## config.mk

```make
export PLATFORM = sky130hd
export DESIGN_NAME = vec_pred_adder
export DESIGN_NICKNAME = d
export VERILOG_FILES = /design/src/rtl/vpa_pkg.sv /design/src/rtl/vpa_elem_alu.sv /design/src/rtl/vpa_cond_merge.sv /design/src/rtl/vpa_pred_sel.sv /design/src/rtl/vec_pred_adder.sv
export SDC_FILE = /design/constraint.sdc
export NUM_CORES = 1
export LEC_CHECK = 0
export ABC_AREA = 0
export CORE_UTILIZATION = 48
export CTS_CLUSTER_DIAMETER = 200
export DETAILED_ROUTE_END_ITERATION = 10
export PLACE_DENSITY = 0.82
export SLEW_MARGIN = 20
export SYNTH_ARGS = -nofsm -noshare
export SYNTH_HDL_FRONTEND = slang
export SYNTH_SLANG_ARGS = --single-unit
```

## constraint.sdc

```tcl
create_clock -name clk -period 7 [get_ports clk]
set_input_delay 1.4 -clock clk [delete_from_list [all_inputs] [get_ports clk]]
set_output_delay 1.4 -clock clk [all_outputs]
set_load 0.01 [all_outputs]
```

## src/rtl/vpa_pkg.sv

```systemverilog
package vpa_pkg;

    // largest group size handled by the sequencer
    localparam int SUB_MAX = 4;

    // condition field bit positions
    localparam int CF_LT = 3;
    localparam int CF_GT = 2;
    localparam int CF_EQ = 1;
    localparam int CF_SO = 0;

    typedef enum logic {
        ST_IDLE = 1'b0,
        ST_RUN  = 1'b1
    } vpa_state_e;

    // sign and zero tests of one lane result
    typedef struct packed {
        logic lt;
        logic gt;
        logic eq;
    } vpa_test_t;

endpackage

```

## src/rtl/vpa_elem_alu.sv

```systemverilog
module vpa_elem_alu
    import vpa_pkg::*;
#(
    parameter int XLEN = 64
) (
    input  logic [XLEN-1:0] a_i,
    input  logic [XLEN-1:0] b_i,
    input  logic            cin_i,
    output logic [XLEN-1:0] sum_o,
    output logic            cout_o,
    output vpa_test_t       test_o
);

    logic [XLEN:0] wide;

    assign wide   = {1'b0, a_i} + {1'b0, b_i} + {{XLEN{1'b0}}, cin_i};
    assign sum_o  = wide[XLEN-1:0];
    assign cout_o = wide[XLEN];

    always_comb begin
        test_o.lt = sum_o[XLEN-1];
        test_o.eq = (sum_o == '0);
        test_o.gt = !sum_o[XLEN-1] && (sum_o != '0);
    end

endmodule

```

## src/rtl/vpa_cond_merge.sv

```systemverilog
module vpa_cond_merge
    import vpa_pkg::*;
(
    input  vpa_test_t acc_i,
    input  vpa_test_t lane_i,
    input  logic      first_i,
    input  logic      and_mode_i,
    output vpa_test_t merged_o
);

    always_comb begin
        if (first_i) begin
            merged_o = lane_i;
        end else if (and_mode_i) begin
            merged_o = vpa_test_t'(acc_i & lane_i);
        end else begin
            merged_o = vpa_test_t'(acc_i | lane_i);
        end
    end

endmodule

```

## src/rtl/vpa_pred_sel.sv

```systemverilog
module vpa_pred_sel #(
    parameter  int MAX_VL = 64,
    localparam int IDX_W  = $clog2(MAX_VL)
) (
    input  logic              pred_en_i,
    input  logic [MAX_VL-1:0] mask_i,
    input  logic [IDX_W-1:0]  idx_i,
    output logic              live_o
);

    logic [MAX_VL-1:0] eff;

    for (genvar g = 0; g < MAX_VL; g++) begin : g_bit
        assign eff[g] = mask_i[g] | ~pred_en_i;
    end

    assign live_o = eff[idx_i];

endmodule

```

## src/rtl/vec_pred_adder.sv

```systemverilog
module vec_pred_adder
    import vpa_pkg::*;
#(
    parameter  int XLEN   = 64,
    parameter  int MAX_VL = 64,
    parameter  int REG_AW = 8,
    parameter  int CR_AW  = 6,
    localparam int VL_W   = $clog2(MAX_VL + 1),
    localparam int IDX_W  = $clog2(MAX_VL),
    localparam int ELEM_W = $clog2(MAX_VL * SUB_MAX),
    localparam int CF_W   = 4
) (
    input  logic              clk,
    input  logic              rst_n,
    input  logic              start_i,
    input  logic [VL_W-1:0]   vl_i,
    input  logic [1:0]        subvl_i,
    input  logic              pred_en_i,
    input  logic [MAX_VL-1:0] pred_mask_i,
    input  logic              merge_and_i,
    input  logic [REG_AW-1:0] rd_base_i,
    input  logic [REG_AW-1:0] ra_base_i,
    input  logic [REG_AW-1:0] rb_base_i,
    input  logic [CR_AW-1:0]  cr_base_i,
    output logic              busy_o,
    output logic              done_o,
    output logic [IDX_W-1:0]  srcoffs_o,
    output logic [REG_AW-1:0] rf_ra_addr_o,
    input  logic [XLEN-1:0]   rf_ra_data_i,
    output logic [REG_AW-1:0] rf_rb_addr_o,
    input  logic [XLEN-1:0]   rf_rb_data_i,
    output logic              rf_we_o,
    output logic [REG_AW-1:0] rf_wa_o,
    output logic [XLEN-1:0]   rf_wd_o,
    output logic [CR_AW-1:0]  cr_rd_addr_o,
    input  logic              cr_so_i,
    output logic              cr_we_o,
    output logic [CR_AW-1:0]  cr_wa_o,
    output logic [CF_W-1:0]   cr_wd_o
);

    typedef struct packed {
        vpa_state_e        st;
        logic [VL_W-1:0]   vl;
        logic [1:0]        subm1;
        logic              pred_en;
        logic [MAX_VL-1:0] mask;
        logic              and_mode;
        logic [REG_AW-1:0] rd_base;
        logic [REG_AW-1:0] ra_base;
        logic [REG_AW-1:0] rb_base;
        logic [CR_AW-1:0]  cr_base;
        logic [IDX_W-1:0]  sv;
        logic [1:0]        lane;
        logic [ELEM_W-1:0] elem;
        logic              carry;
        vpa_test_t         acc;
        logic              done;
    } ctl_t;

    ctl_t q_q, q_d;

    logic [VL_W-1:0] vl_eff;
    logic            elem_live;
    logic            lane_first;
    logic            lane_last;
    logic            sv_last;
    logic            lane_cin;
    logic [XLEN-1:0] lane_sum;
    logic            lane_cout;
    vpa_test_t       lane_test;
    vpa_test_t       merged;

    // lengths above the limit are treated as the limit
    assign vl_eff = (vl_i > VL_W'(MAX_VL)) ? VL_W'(MAX_VL) : vl_i;

    assign lane_first = (q_q.lane == 2'd0);
    assign lane_last  = (q_q.lane == q_q.subm1);
    assign sv_last    = ((VL_W'(q_q.sv) + VL_W'(1)) == q_q.vl);
    assign lane_cin   = lane_first ? cr_so_i : q_q.carry;

    vpa_pred_sel #(
        .MAX_VL (MAX_VL)
    ) u_pred (
        .pred_en_i (q_q.pred_en),
        .mask_i    (q_q.mask),
        .idx_i     (q_q.sv),
        .live_o    (elem_live)
    );

    vpa_elem_alu #(
        .XLEN (XLEN)
    ) u_alu (
        .a_i    (rf_ra_data_i),
        .b_i    (rf_rb_data_i),
        .cin_i  (lane_cin),
        .sum_o  (lane_sum),
        .cout_o (lane_cout),
        .test_o (lane_test)
    );

    vpa_cond_merge u_merge (
        .acc_i      (q_q.acc),
        .lane_i     (lane_test),
        .first_i    (lane_first),
        .and_mode_i (q_q.and_mode),
        .merged_o   (merged)
    );

    // address generation from the running element and group counters
    assign rf_ra_addr_o = q_q.ra_base + REG_AW'(q_q.elem);
    assign rf_rb_addr_o = q_q.rb_base + REG_AW'(q_q.elem);
    assign rf_wa_o      = q_q.rd_base + REG_AW'(q_q.elem);
    assign rf_wd_o      = lane_sum;
    assign cr_rd_addr_o = q_q.cr_base + CR_AW'(q_q.sv);
    assign cr_wa_o      = cr_rd_addr_o;
    assign cr_wd_o      = {merged.lt, merged.gt, merged.eq, lane_cout};

    assign busy_o    = (q_q.st == ST_RUN);
    assign done_o    = q_q.done;
    assign srcoffs_o = q_q.sv;

    always_comb begin
        q_d      = q_q;
        q_d.done = 1'b0;
        rf_we_o  = 1'b0;
        cr_we_o  = 1'b0;
        unique case (q_q.st)
            ST_IDLE: begin
                if (start_i) begin
                    q_d.vl       = vl_eff;
                    q_d.subm1    = subvl_i;
                    q_d.pred_en  = pred_en_i;
                    q_d.mask     = pred_mask_i;
                    q_d.and_mode = merge_and_i;
                    q_d.rd_base  = rd_base_i;
                    q_d.ra_base  = ra_base_i;
                    q_d.rb_base  = rb_base_i;
                    q_d.cr_base  = cr_base_i;
                    q_d.sv       = '0;
                    q_d.lane     = '0;
                    q_d.elem     = '0;
                    q_d.carry    = 1'b0;
                    q_d.acc      = '0;
                    if (vl_eff == '0) begin
                        q_d.done = 1'b1;
                    end else begin
                        q_d.st = ST_RUN;
                    end
                end
            end
            ST_RUN: begin
                if (!elem_live) begin
                    // whole group skipped in a single step
                    q_d.elem = q_q.elem + ELEM_W'(q_q.subm1) + ELEM_W'(1);
                    q_d.lane = '0;
                    q_d.sv   = q_q.sv + IDX_W'(1);
                    if (sv_last) begin
                        q_d.st   = ST_IDLE;
                        q_d.done = 1'b1;
                    end
                end else begin
                    rf_we_o   = 1'b1;
                    q_d.carry = lane_cout;
                    q_d.acc   = merged;
                    q_d.elem  = q_q.elem + ELEM_W'(1);
                    if (lane_last) begin
                        cr_we_o  = 1'b1;
                        q_d.lane = '0;
                        q_d.sv   = q_q.sv + IDX_W'(1);
                        if (sv_last) begin
                            q_d.st   = ST_IDLE;
                            q_d.done = 1'b1;
                        end
                    end else begin
                        q_d.lane = q_q.lane + 2'd1;
                    end
                end
            end
            default: q_d.st = ST_IDLE;
        endcase
    end

    always_ff @(posedge clk) begin
        if (!rst_n) begin
            q_q <= '0;
        end else begin
            q_q <= q_d;
        end
    end

endmodule

```

After elaboration in Yosys (flattened, before gate mapping)
Index checks and enable logic that the tools add are counted. W data, S select, Z words.

Bits in registers: 127. Input bits: 237. Output and inout bits: 114. Logic and storage cells: 140.

Add/subtract/negate cells: 12. Order comparisons: 2. Equality and inequality tests: 5. Muxes and demuxes: 26. Bitwise operators: 68. Reductions and logical operators: 9.

Operators with widths (number): $mux W127 (1); $add A64 B64 Y65 (1); $add A65 B1 Y65 (1); $logic_not A64 Y1 (1); $or A1 B1 Y1 (64); $reduce_bool A64 Y1 (1); $pmux W21 S2 (1); $add A8 B8 Y8 (3); $add A8 B1 Y8 const B (2); $mux W16 (1); $mux W1 (15); $add A8 B2 Y8 (1); $add A6 B1 Y7 const B (1); $eq A7 B7 Y1 (1); $gt A7 B7 Y1 const B (1); $logic_not A7 Y1 (1); $lt A6 B7 Y1 const B (1); $mux W7 (1); $add A6 B1 Y6 const B (1); $add A6 B6 Y6 (1); $bmux W1 S6 (1); $mux W3 (2); $mux W6 (1); $reduce_and A2 Y1 (3); 14 further kinds (15).

Depth between registers and ports, before layout
Gate-level depths: netlist (run 1).

Word-level depth: 10. Gate-level depth with buffers: 18. Depth with buffers taken out: 18.

Hierarchy
From an unflattened synthesis (run 1), not the netlist that was laid out.

Cell total of the unflattened synthesis: 1547. Area total of the unflattened synthesis: 11250.8 µm².

Modules (own cells, without submodules): vec_pred_adder (times used 1, cells an instance 757, area each 5974.5 µm², seq. area each 2542.4 µm²); vpa_elem_alu (times used 1, cells an instance 722, area each 4623.2 µm², seq. area each 0.0 µm²); vpa_pred_sel (times used 1, cells an instance 56, area each 598.1 µm², seq. area each 0.0 µm²); vpa_cond_merge (times used 1, cells an instance 12, area each 55.1 µm², seq. area each 0.0 µm²).

Least setup slack after synthesis (run 1)
OpenSTA, ideal clock, no wires.

Path type: in2out. From: in cr_so_i. To: out cr_wd_o[1]. Arrival: 4859 ps. Required time: 5600 ps. Slack: 741 ps. Cell stages on the path: 16. Path buffers: 0. Cells stage by stage: mux2i_1 fa_1 inv_1 fa_1 a211oi_2 o211ai_1 a21oi_2 o21bai_2 a311oi_2 o21ai_0 xor2_1 or4_1 nor3_2 nand4b_2 nor4_1 o22a_1.

Word-level cells in the longest chain between the ends: 6. Elaborated cells between the ends (all ways): 7. Those cells by class: add/sub (1); mux (3); bitwise (2); reduce/logical (1).

Ends and longest elaborated chain: start: declaration (line vec_pred_adder.sv:36) `input logic cr_so_i,`; $mux W1 (*) (line vec_pred_adder.sv:80) `assign lane_cin = lane_first ? cr_so_i : q_q.carry;`; $add A65 B1 Y65 (*) (line vpa_elem_alu.sv:16) `assign wide = {1'b0, a_i} + {1'b0, b_i} + {{XLEN{1'b0}}, cin_i};`; net rf_wd_o[56] (line vec_pred_adder.sv:34) `output logic [XLEN-1:0] rf_wd_o,`; $logic_not A64 Y1 (*) (line vpa_elem_alu.sv:22) `test_o.eq = (sum_o == '0);`; $or A3 B3 Y3 / $and A3 B3 Y3 (equally long branches) (line vpa_cond_merge.sv:17, vpa_cond_merge.sv:15); $mux W3 (line vpa_cond_merge.sv:14) `end else if (and_mode_i) begin`; $mux W3 (*) (line vpa_cond_merge.sv:12) `if (first_i) begin`; end: declaration (line vec_pred_adder.sv:39) `output logic [CF_W-1:0] cr_wd_o`.

Mark *: on every way through the listed nets, which the timed path passes. The rest lies on a longest branch.

Worst setup path in the final report (run 1)
From: in cr_so_i. To: out cr_wd_o[2].

Word-level cells in the longest chain between the ends: 7. Elaborated cells between the ends (all ways): 9. Those cells by class: add/sub (1); mux (3); bitwise (2); reduce/logical (3).

Ends and longest elaborated chain: $mux W1 (*) (line vec_pred_adder.sv:80); $add A65 B1 Y65 (*) (line vpa_elem_alu.sv:16); $reduce_bool A64 Y1 / $logic_not A1 Y1 (equally long branches) (line vpa_elem_alu.sv:23) `test_o.gt = !sum_o[XLEN-1] && (sum_o != '0);`; $logic_and A1 B1 Y1 (*) (line vpa_elem_alu.sv:23); $or A3 B3 Y3 / $and A3 B3 Y3 (equally long branches) (line vpa_cond_merge.sv:17, vpa_cond_merge.sv:15); $mux W3 (line vpa_cond_merge.sv:14); $mux W3 (*) (line vpa_cond_merge.sv:12).

Every way passes the cells marked *; elsewhere a longest branch is shown, timed or not.

==> results.cfg, run 1 <==
[outcome]
outcome = finished, final reports clean

[yosys]
synth_edf_count = 0
post_synthesis_net_count = 1731
netlist_area_pre_place_um2 = 11060
portion_of_the_post_synthesis_area_used_by_sequential_elements = 0.2299
yosys.area.top_type_share = 0.2299
synth_area_leader_cell = dfxtp_1
syn_avg_cell_area_um2 = 7.940
syn_inst = 1393
share_of_synthesized_flip_flops_with_an_asynchronous_set_or_reset = 0
yosys-top-cells-area = dfxtp_1 (23%), ha_1 (11%), nand2_1 (9.7%)
synth.ff_latch_count = 127
synth_warnings = 0
netlist-cell-type-count = 94
synth_ff_type = dfxtp_1

[timing]
max_freq_mhz = 143.8
min_period_over_period = 0.9936
max_slew_margin = 0.2278
report.final.setup_viol = 0
finalHoldViolCount = 0
fin_skew_ns = 0.01571
period_minus_slack_ns = 6.955
timing.final.max_slew_violations = 0
worst-slew-pin-transition_ns = 1.157

[power]
clkPwrFrac = 0.305
power.ir.vdd_worst_mv = 0.1724
power.share.combinational = 0.438
design_power_total_w = 0.003085
netSwitchingPower_w = 0.001027
cellLeakagePower_nw = 6.905
power_density_relative_to_cell_area_nw_per_um2 = 184.0
cell_internal_pwr_w = 0.002058
seq_power_share = 0.257
swShare = 0.3328

[placement]
routabilityCongestion = 1.014
port_buffers = 350
place_hpwl_mm = 33.99

[global_routing]
antenna_violations_before_repair = 1
grt_max_degree = 87
grt_use_total = 0.3549
grt_remaining_overflow = 0
grt_pass1_wl_mm = 65.94
grt_pass1_vias = 12460

[drt]
ant_nets = 0
routed-via-count = 12460
detail_route.first_pass.iterations = 7
detail_route.wirelength_mm = 42.48
drcViolationCount = 0
detail_route.iter0.violations = 750
detail_route.vias_per_cell = 5.737
wire_per_inst_um = 19.56

[die]
coreArea_um2 = 22640
floorplan.initialDensity = 0.4885
die_footprint_um2 = 23650
dieWidth_um = 153.8
design.portCount = 351
fp.dieH_um = 153.8
std_cell_rows = 55

[finish]
synthesis_to_layout_area_growth_pct = 51.62
fin_nets = 2213
drive_above_1_share = 0.1734
fill_cells = 1695
most-common-layout-cells = clkdlybuf4s50_1 (344), nand2_1 (285), buf_4 (191)
utilization = 0.7407
layout_commonest_cell = clkdlybuf4s50_1

[clock_tree]
cts_tree = yes
root_buf_cell = clkbuf_16
clock_path_buffers = 2
clock_latency_ns = 0.42
tritoncts.num_buffers = 17
clk_transition_reported_paths_ns = 0.05
ctsHoldBuffers = 0
cts_htree_levels = 4
cts_sinks = 127

[hold_path]
hold_depth = 2
holdCritPathClass = flop to flop

[worst_setup_path]
timing.reg2reg.worst_path_depth = 20
critPathSlowestCell = or4_4
cpPeakStageDelay_ns = 0.55
cp_data_arrival_time_ns = 5.55
timing.setup.critical_path_class = primary input to output pin
critical_path.endpoint_type = output pin
cp_cell_sequence = clkbuf_2, mux2i_2, fa_2, inv_2, fa_2, a211oi_4, o211ai_1, a21oi_2, o21bai_2, a311oi_2, o21ai_1, xor2_1, or4_4, nor3_4, nand4b_4, buf_6, o31ai_4, a22oi_2, buf_2
crit_path_frequent_cell = fa_2
worstSetupStartpointType = primary input
worst-path-max-fanout = 3
worst_ep_required_time_ns = 5.60

[job]
max-cap-violations = 0
-- routing by layer --
layer  up-vias  GRT usage  share of wire
li1       5915          -              -
met1      5878     0.4128           0.39
met2       557     0.6299           0.50
met4         0     0.1781          0.049
met3       111    0.05693          0.063
met5         -          0              0
-- layout make-up --
cell class              instances  area [um2]  share of cell area
diodes                          1       2.502           0.0001492
clock buffers                  17       425.4             0.02537
clock inverters                13       187.7             0.01119
inverters                      47       176.4             0.01052
multi-input cells            1137        8104              0.4833
flip-flops and latches        127        2542              0.1516
well taps                     285       356.6             0.02126
repair buffers                545        4975              0.2967
-- registers in the layout, indices dropped and copies added (netlist names) --
register,flops
done_o,1
busy_o,1
srcoffs_o,6
q_q,119
-- stage by stage --
step	setup TNS (ns)	area (um2)	setup slack, ns	hold slack (ns)	instances
after global placement	-0.8905	15850	-0.4514	0.4492	2131
after detailed placement	-1.163	15850	-0.5876	0.4569	2131
final	0	16770	0.04504	0.4643	2172
after CTS	0	16600	0.01118	0.4658	2168
after floorplan	0	11060	0.7407	0.4402	1393
after global routing	-0.08000	16770	-0.04876	0.4862	2172
-- worst max-delay path, delay by kind of cell --
family	cells	cell delay, ns
AOI/OAI and AO/OA	8	1.72
buffers and inverters	4	0.48
xor gates and xnor gates	1	0.17
adders and majority gates	2	0.65
and+or+nand+nor	3	0.89
muxes	1	0.22
-- path summary, 6_finish.rpt --
path / slack (ns) / startpoint / end
worst min-delay path: 0.46 / q_q[107] / q_q[107]
worst max register to register: 1.82 / q_q[13] / q_q[1]
worst min register to register: 0.46 / q_q[107] / q_q[107]
worst max-delay path: 0.05 / cr_so_i / cr_wd_o[2]
-- synth_stat cells, drive strengths merged (2+ instances only) --
master,instances
nand2,286
dfxtp,127
a21boi,114
a21oi,113
ha,94
o21ai,74
xnor2,58
nor2,55
clkbuf,51
inv,47
xor2,38
buf,30
nand4,24
a21o,23
nor3,23
mux4,21
o21bai,21
nor2b,18
a211oi,13
and2,13
nor4,13
and3,12
o31ai,12
nand3,11
nand2b,10
o211ai,9
a22oi,8
a31oi,8
fa,7
mux2i,6
nand3b,6
o21a,6
a311oi,4
a31o,3
nor4b,3
or4,3
a221oi,2
a32oi,2
nand4b,2
o22a,2
or2,2
-- logic make-up (layout without fill, tap and decap cells) --
kind of cell,after synthesis,count (layout),share of synthesized area
AOI/OAI and AO/OA,427,427,0.2649
adders and majority gates,101,101,0.1190
other,0,1,0
muxes,27,27,0.04819
buffers and inverters,129,622,0.05860
and+or+nand+nor,486,486,0.2034
DFF,127,127,0.2299
xor gates and xnor gates,96,96,0.07602
-- what timing repair did --
item	in CTS	in global routing
pin swaps	19	21
setup buffers	7	3
endpoints found under the hold margin	0	0
endpoints found under the setup margin	2	2
resized for setup	30	25
-- power by group through the flow --
stage	logic, W	clock network, W	registers [W]
after global routing	0.00143	0.000985	0.000797
after detailed placement	0.00129	0	0.000808
after floorplan	0.000588	0	0.000794
after CTS	0.00132	0.000948	0.000792
after global placement	0.00128	0	0.000805
final	0.00135	0.000940	0.000793
(Power assumes the default switching activity.)
==> run 2, diff against run 1 <==
--- a/config.mk
+++ b/config.mk
@@ -6,10 +6,12 @@
 export NUM_CORES = 1
 export LEC_CHECK = 0
 export ABC_AREA = 0
-export CORE_UTILIZATION = 48
+export CELL_PAD_IN_SITES_DETAIL_PLACEMENT = 1
+export CELL_PAD_IN_SITES_GLOBAL_PLACEMENT = 1
+export CORE_UTILIZATION = 34
 export CTS_CLUSTER_DIAMETER = 200
 export DETAILED_ROUTE_END_ITERATION = 10
-export PLACE_DENSITY = 0.82
+export PLACE_DENSITY_LB_ADDON = 0.1
 export SLEW_MARGIN = 20
 export SYNTH_ARGS = -nofsm -noshare
 export SYNTH_HDL_FRONTEND = slang
==> run 2 against run 1 <==
  * Die area increased by 41%
  * Global-route usage down 8.5 points
  * Design area is 3.7% higher
  * Final cell count grew 9.9%
==> results.cfg, run 2 (synthesis gave the netlist of run 1 again) <==
[power]
power.ir.vdd_worst_mv = 0.1645
clkPwrFrac = 0.288
power_density_relative_to_cell_area_nw_per_um2 = 178.7
seq_power_share = 0.254
power.share.combinational = 0.458
netSwitchingPower_w = 0.001083
swShare = 0.3487
cell_internal_pwr_w = 0.002023
design_power_total_w = 0.003106
cellLeakagePower_nw = 7.205

[worst_setup_path]
worstPathBufferInverterCount = 7
r2r_end = q_q[1]
cp_cell_sequence = clkbuf_2, mux2i_1, buf_4, fa_2, inv_2, fa_2, a211oi_4, buf_4, o21ai_2, a22oi_2, o22a_2, buf_6, o211ai_4, a21boi_2, xnor2_2, or4b_4, nor4b_4, nand4_4, buf_6, nor3_2, o22a_1, buf_2
cp_data_arrival_time_ns = 5.57
timing.reg2reg.worst_path_depth = 24
critPathSlowestCell = or4b_4
critical_path.endpoint_type = output pin
crit-reg2reg-launch = q_q[13]
worst_ep_required_time_ns = 5.60
worst_path_dominant_cell_family = compound AO/OA/AOI/OAI gates
timing.setup.critical_path_class = primary input to output pin
r2r_slack_ns = 1.77
cpPeakStageDelay_ns = 0.55
worst-path-max-fanout = 3
worstSetupStartpointType = primary input
worst_path_depth = 22

[timing]
timing.final.max_slew_violations = 0
period_minus_slack_ns = 6.966
min_period_over_period = 0.9952
fin_skew_ns = 0.01038
setup_repair_after_global_routing_missed_its_margin = yes
report.final.setup_viol = 0
max_freq_mhz = 143.6
fin_tns_setup_ns = 0
finalHoldViolCount = 0
worst-slew-pin-transition_ns = 0.7971
max_slew_margin = 0.4630

[placement]
port_buffers = 350
place_hpwl_mm = 36.63
routabilityCongestion = 0.9410

[finish]
fin_nets = 2274
sequential_cell_area_in_the_final_layout_um2 = 2542
fill_cells = 3829
multi_input_logic_area_um2 = 8088
drive_above_1_share = 0.2006
synthesis_to_layout_area_growth_pct = 57.17
layout_commonest_cell = clkdlybuf4s50_1
largest_reg_flops = 119
largest_register = q_q
most-common-layout-cells = clkdlybuf4s50_1 (343), nand2_1 (285), buf_4 (253)

[die]
die_footprint_um2 = 33260
dieWidth_um = 182.4
floorplan.initialDensity = 0.3478
coreArea_um2 = 31800
fp.dieH_um = 182.4
design.portCount = 351
std_cell_rows = 65

[global_routing]
antenna_violations_before_repair = 3
grt_max_degree = 93
grt_use_total = 0.2696
grt_pass1_vias = 13160
grt_remaining_overflow = 0
grt_pass1_wl_mm = 70.57

[hold_path]
hold_start = q_q[91]
holdPathEnd = q_q[91]
hold_depth = 2
holdCritPathClass = flop to flop

[drt]
routed-via-count = 12290
drcViolationCount = 0
detail_route.iter0.violations = 451
wire_per_inst_um = 18.83
detail_route.first_pass.iterations = 4
ant_nets = 0
detail_route.vias_per_cell = 5.149
detail_route.wirelength_mm = 44.95

[clock_tree]
clock_latency_ns = 0.42
clock_path_buffers = 2
clk_transition_reported_paths_ns = 0.06
cts_sinks = 127
cts_htree_levels = 4
cts_tree = yes
root_buf_cell = clkbuf_16
tritoncts.num_buffers = 17

[outcome]
outcome = finished, final reports clean

[job]
max-cap-violations = 0
-- run 2: cell types whose count changed in the layout (fill, tap and decap cells not counted), sizes merged, moves of 2 or more --
cell          delta
bufinv           -3
dlygate4sd2      -2
dlymetal6s2s     +3
inv              +6
clkinv           -3
diode            +2
buf             +62
clkinvlp         +2
-- run 2: power by group through the flow --
stage / Clock [W] / Sequential, W / Combinational [W]
after detailed placement: 0 / 0.000806 / 0.00137
after CTS: 0.000915 / 0.000791 / 0.00140
after global placement: 0 / 0.000804 / 0.00135
final: 0.000894 / 0.000790 / 0.00142
after floorplan: 0 / 0.000794 / 0.000588
after global routing: 0.000956 / 0.000796 / 0.00152
-- run 2: cell type report --
| cell class | count | area share |
|---|---|---|
| sequential | 127 | 0.1463 |
| clock inverter | 15 | 0.009788 |
| timing repair buffer | 606 | 0.3124 |
| inverter | 47 | 0.01015 |
| tap | 435 | 0.03131 |
| multi-input combinational | 1137 | 0.4652 |
| clock buffer | 17 | 0.02447 |
| antenna | 3 | 0.0004318 |
-- run 2: per-layer routing --
metal	routed length [um]	vias up	track usage
met1	18730	5903	0.3127
li1	-	6021	-
met3	1750	77	0.04271
met4	1447	0	0.09882
met2	23020	290	0.4958
met5	0	-	0
-- run 2: timing repair --
action / 4_1_cts / 5_1_grt
pin swaps: 17 / 25
resized for setup: 33 / 27
cloned: 0 / 0
hold buffers: 0 / 0
buffers inserted: 13 / 4
setup endpoints to repair: 4 / 5
-- run 2: worst max-delay path by stage --
stage,startpoint,end
2_1_floorplan,cr_so_i,cr_wd_o[1]
3_3_place_gp,cr_so_i,cr_wd_o[1]
3_5_place_dp,cr_so_i,cr_wd_o[1]
4_1_cts,rf_ra_data_i[0],cr_wd_o[2]
5_1_grt,cr_so_i,cr_wd_o[1]
6_report,cr_so_i,cr_wd_o[1]
-- run 2: metrics by stage --
stage | hold slack (ns) | instances | cell area (um2) | setup WS, ns | utilization
2_1_floorplan | 0.4402 | 1393 | 11060 | 0.7407 | -
3_3_place_gp | 0.4510 | 2335 | 16440 | -0.6360 | 0.5171
3_5_place_dp | 0.4592 | 2335 | 16440 | -0.7887 | 0.5171
4_1_cts | 0.4683 | 2380 | 17230 | 0.004075 | 0.5418
5_1_grt | 0.4850 | 2386 | 17380 | -0.1933 | 0.5466
6_report | 0.4651 | 2387 | 17380 | 0.03392 | 0.5467
-- run 2: worst min-delay path: stages (launching register included) --
cell      delay [ns]
dfxtp_1         0.31
nand2_1         0.05
a21boi_0        0.06
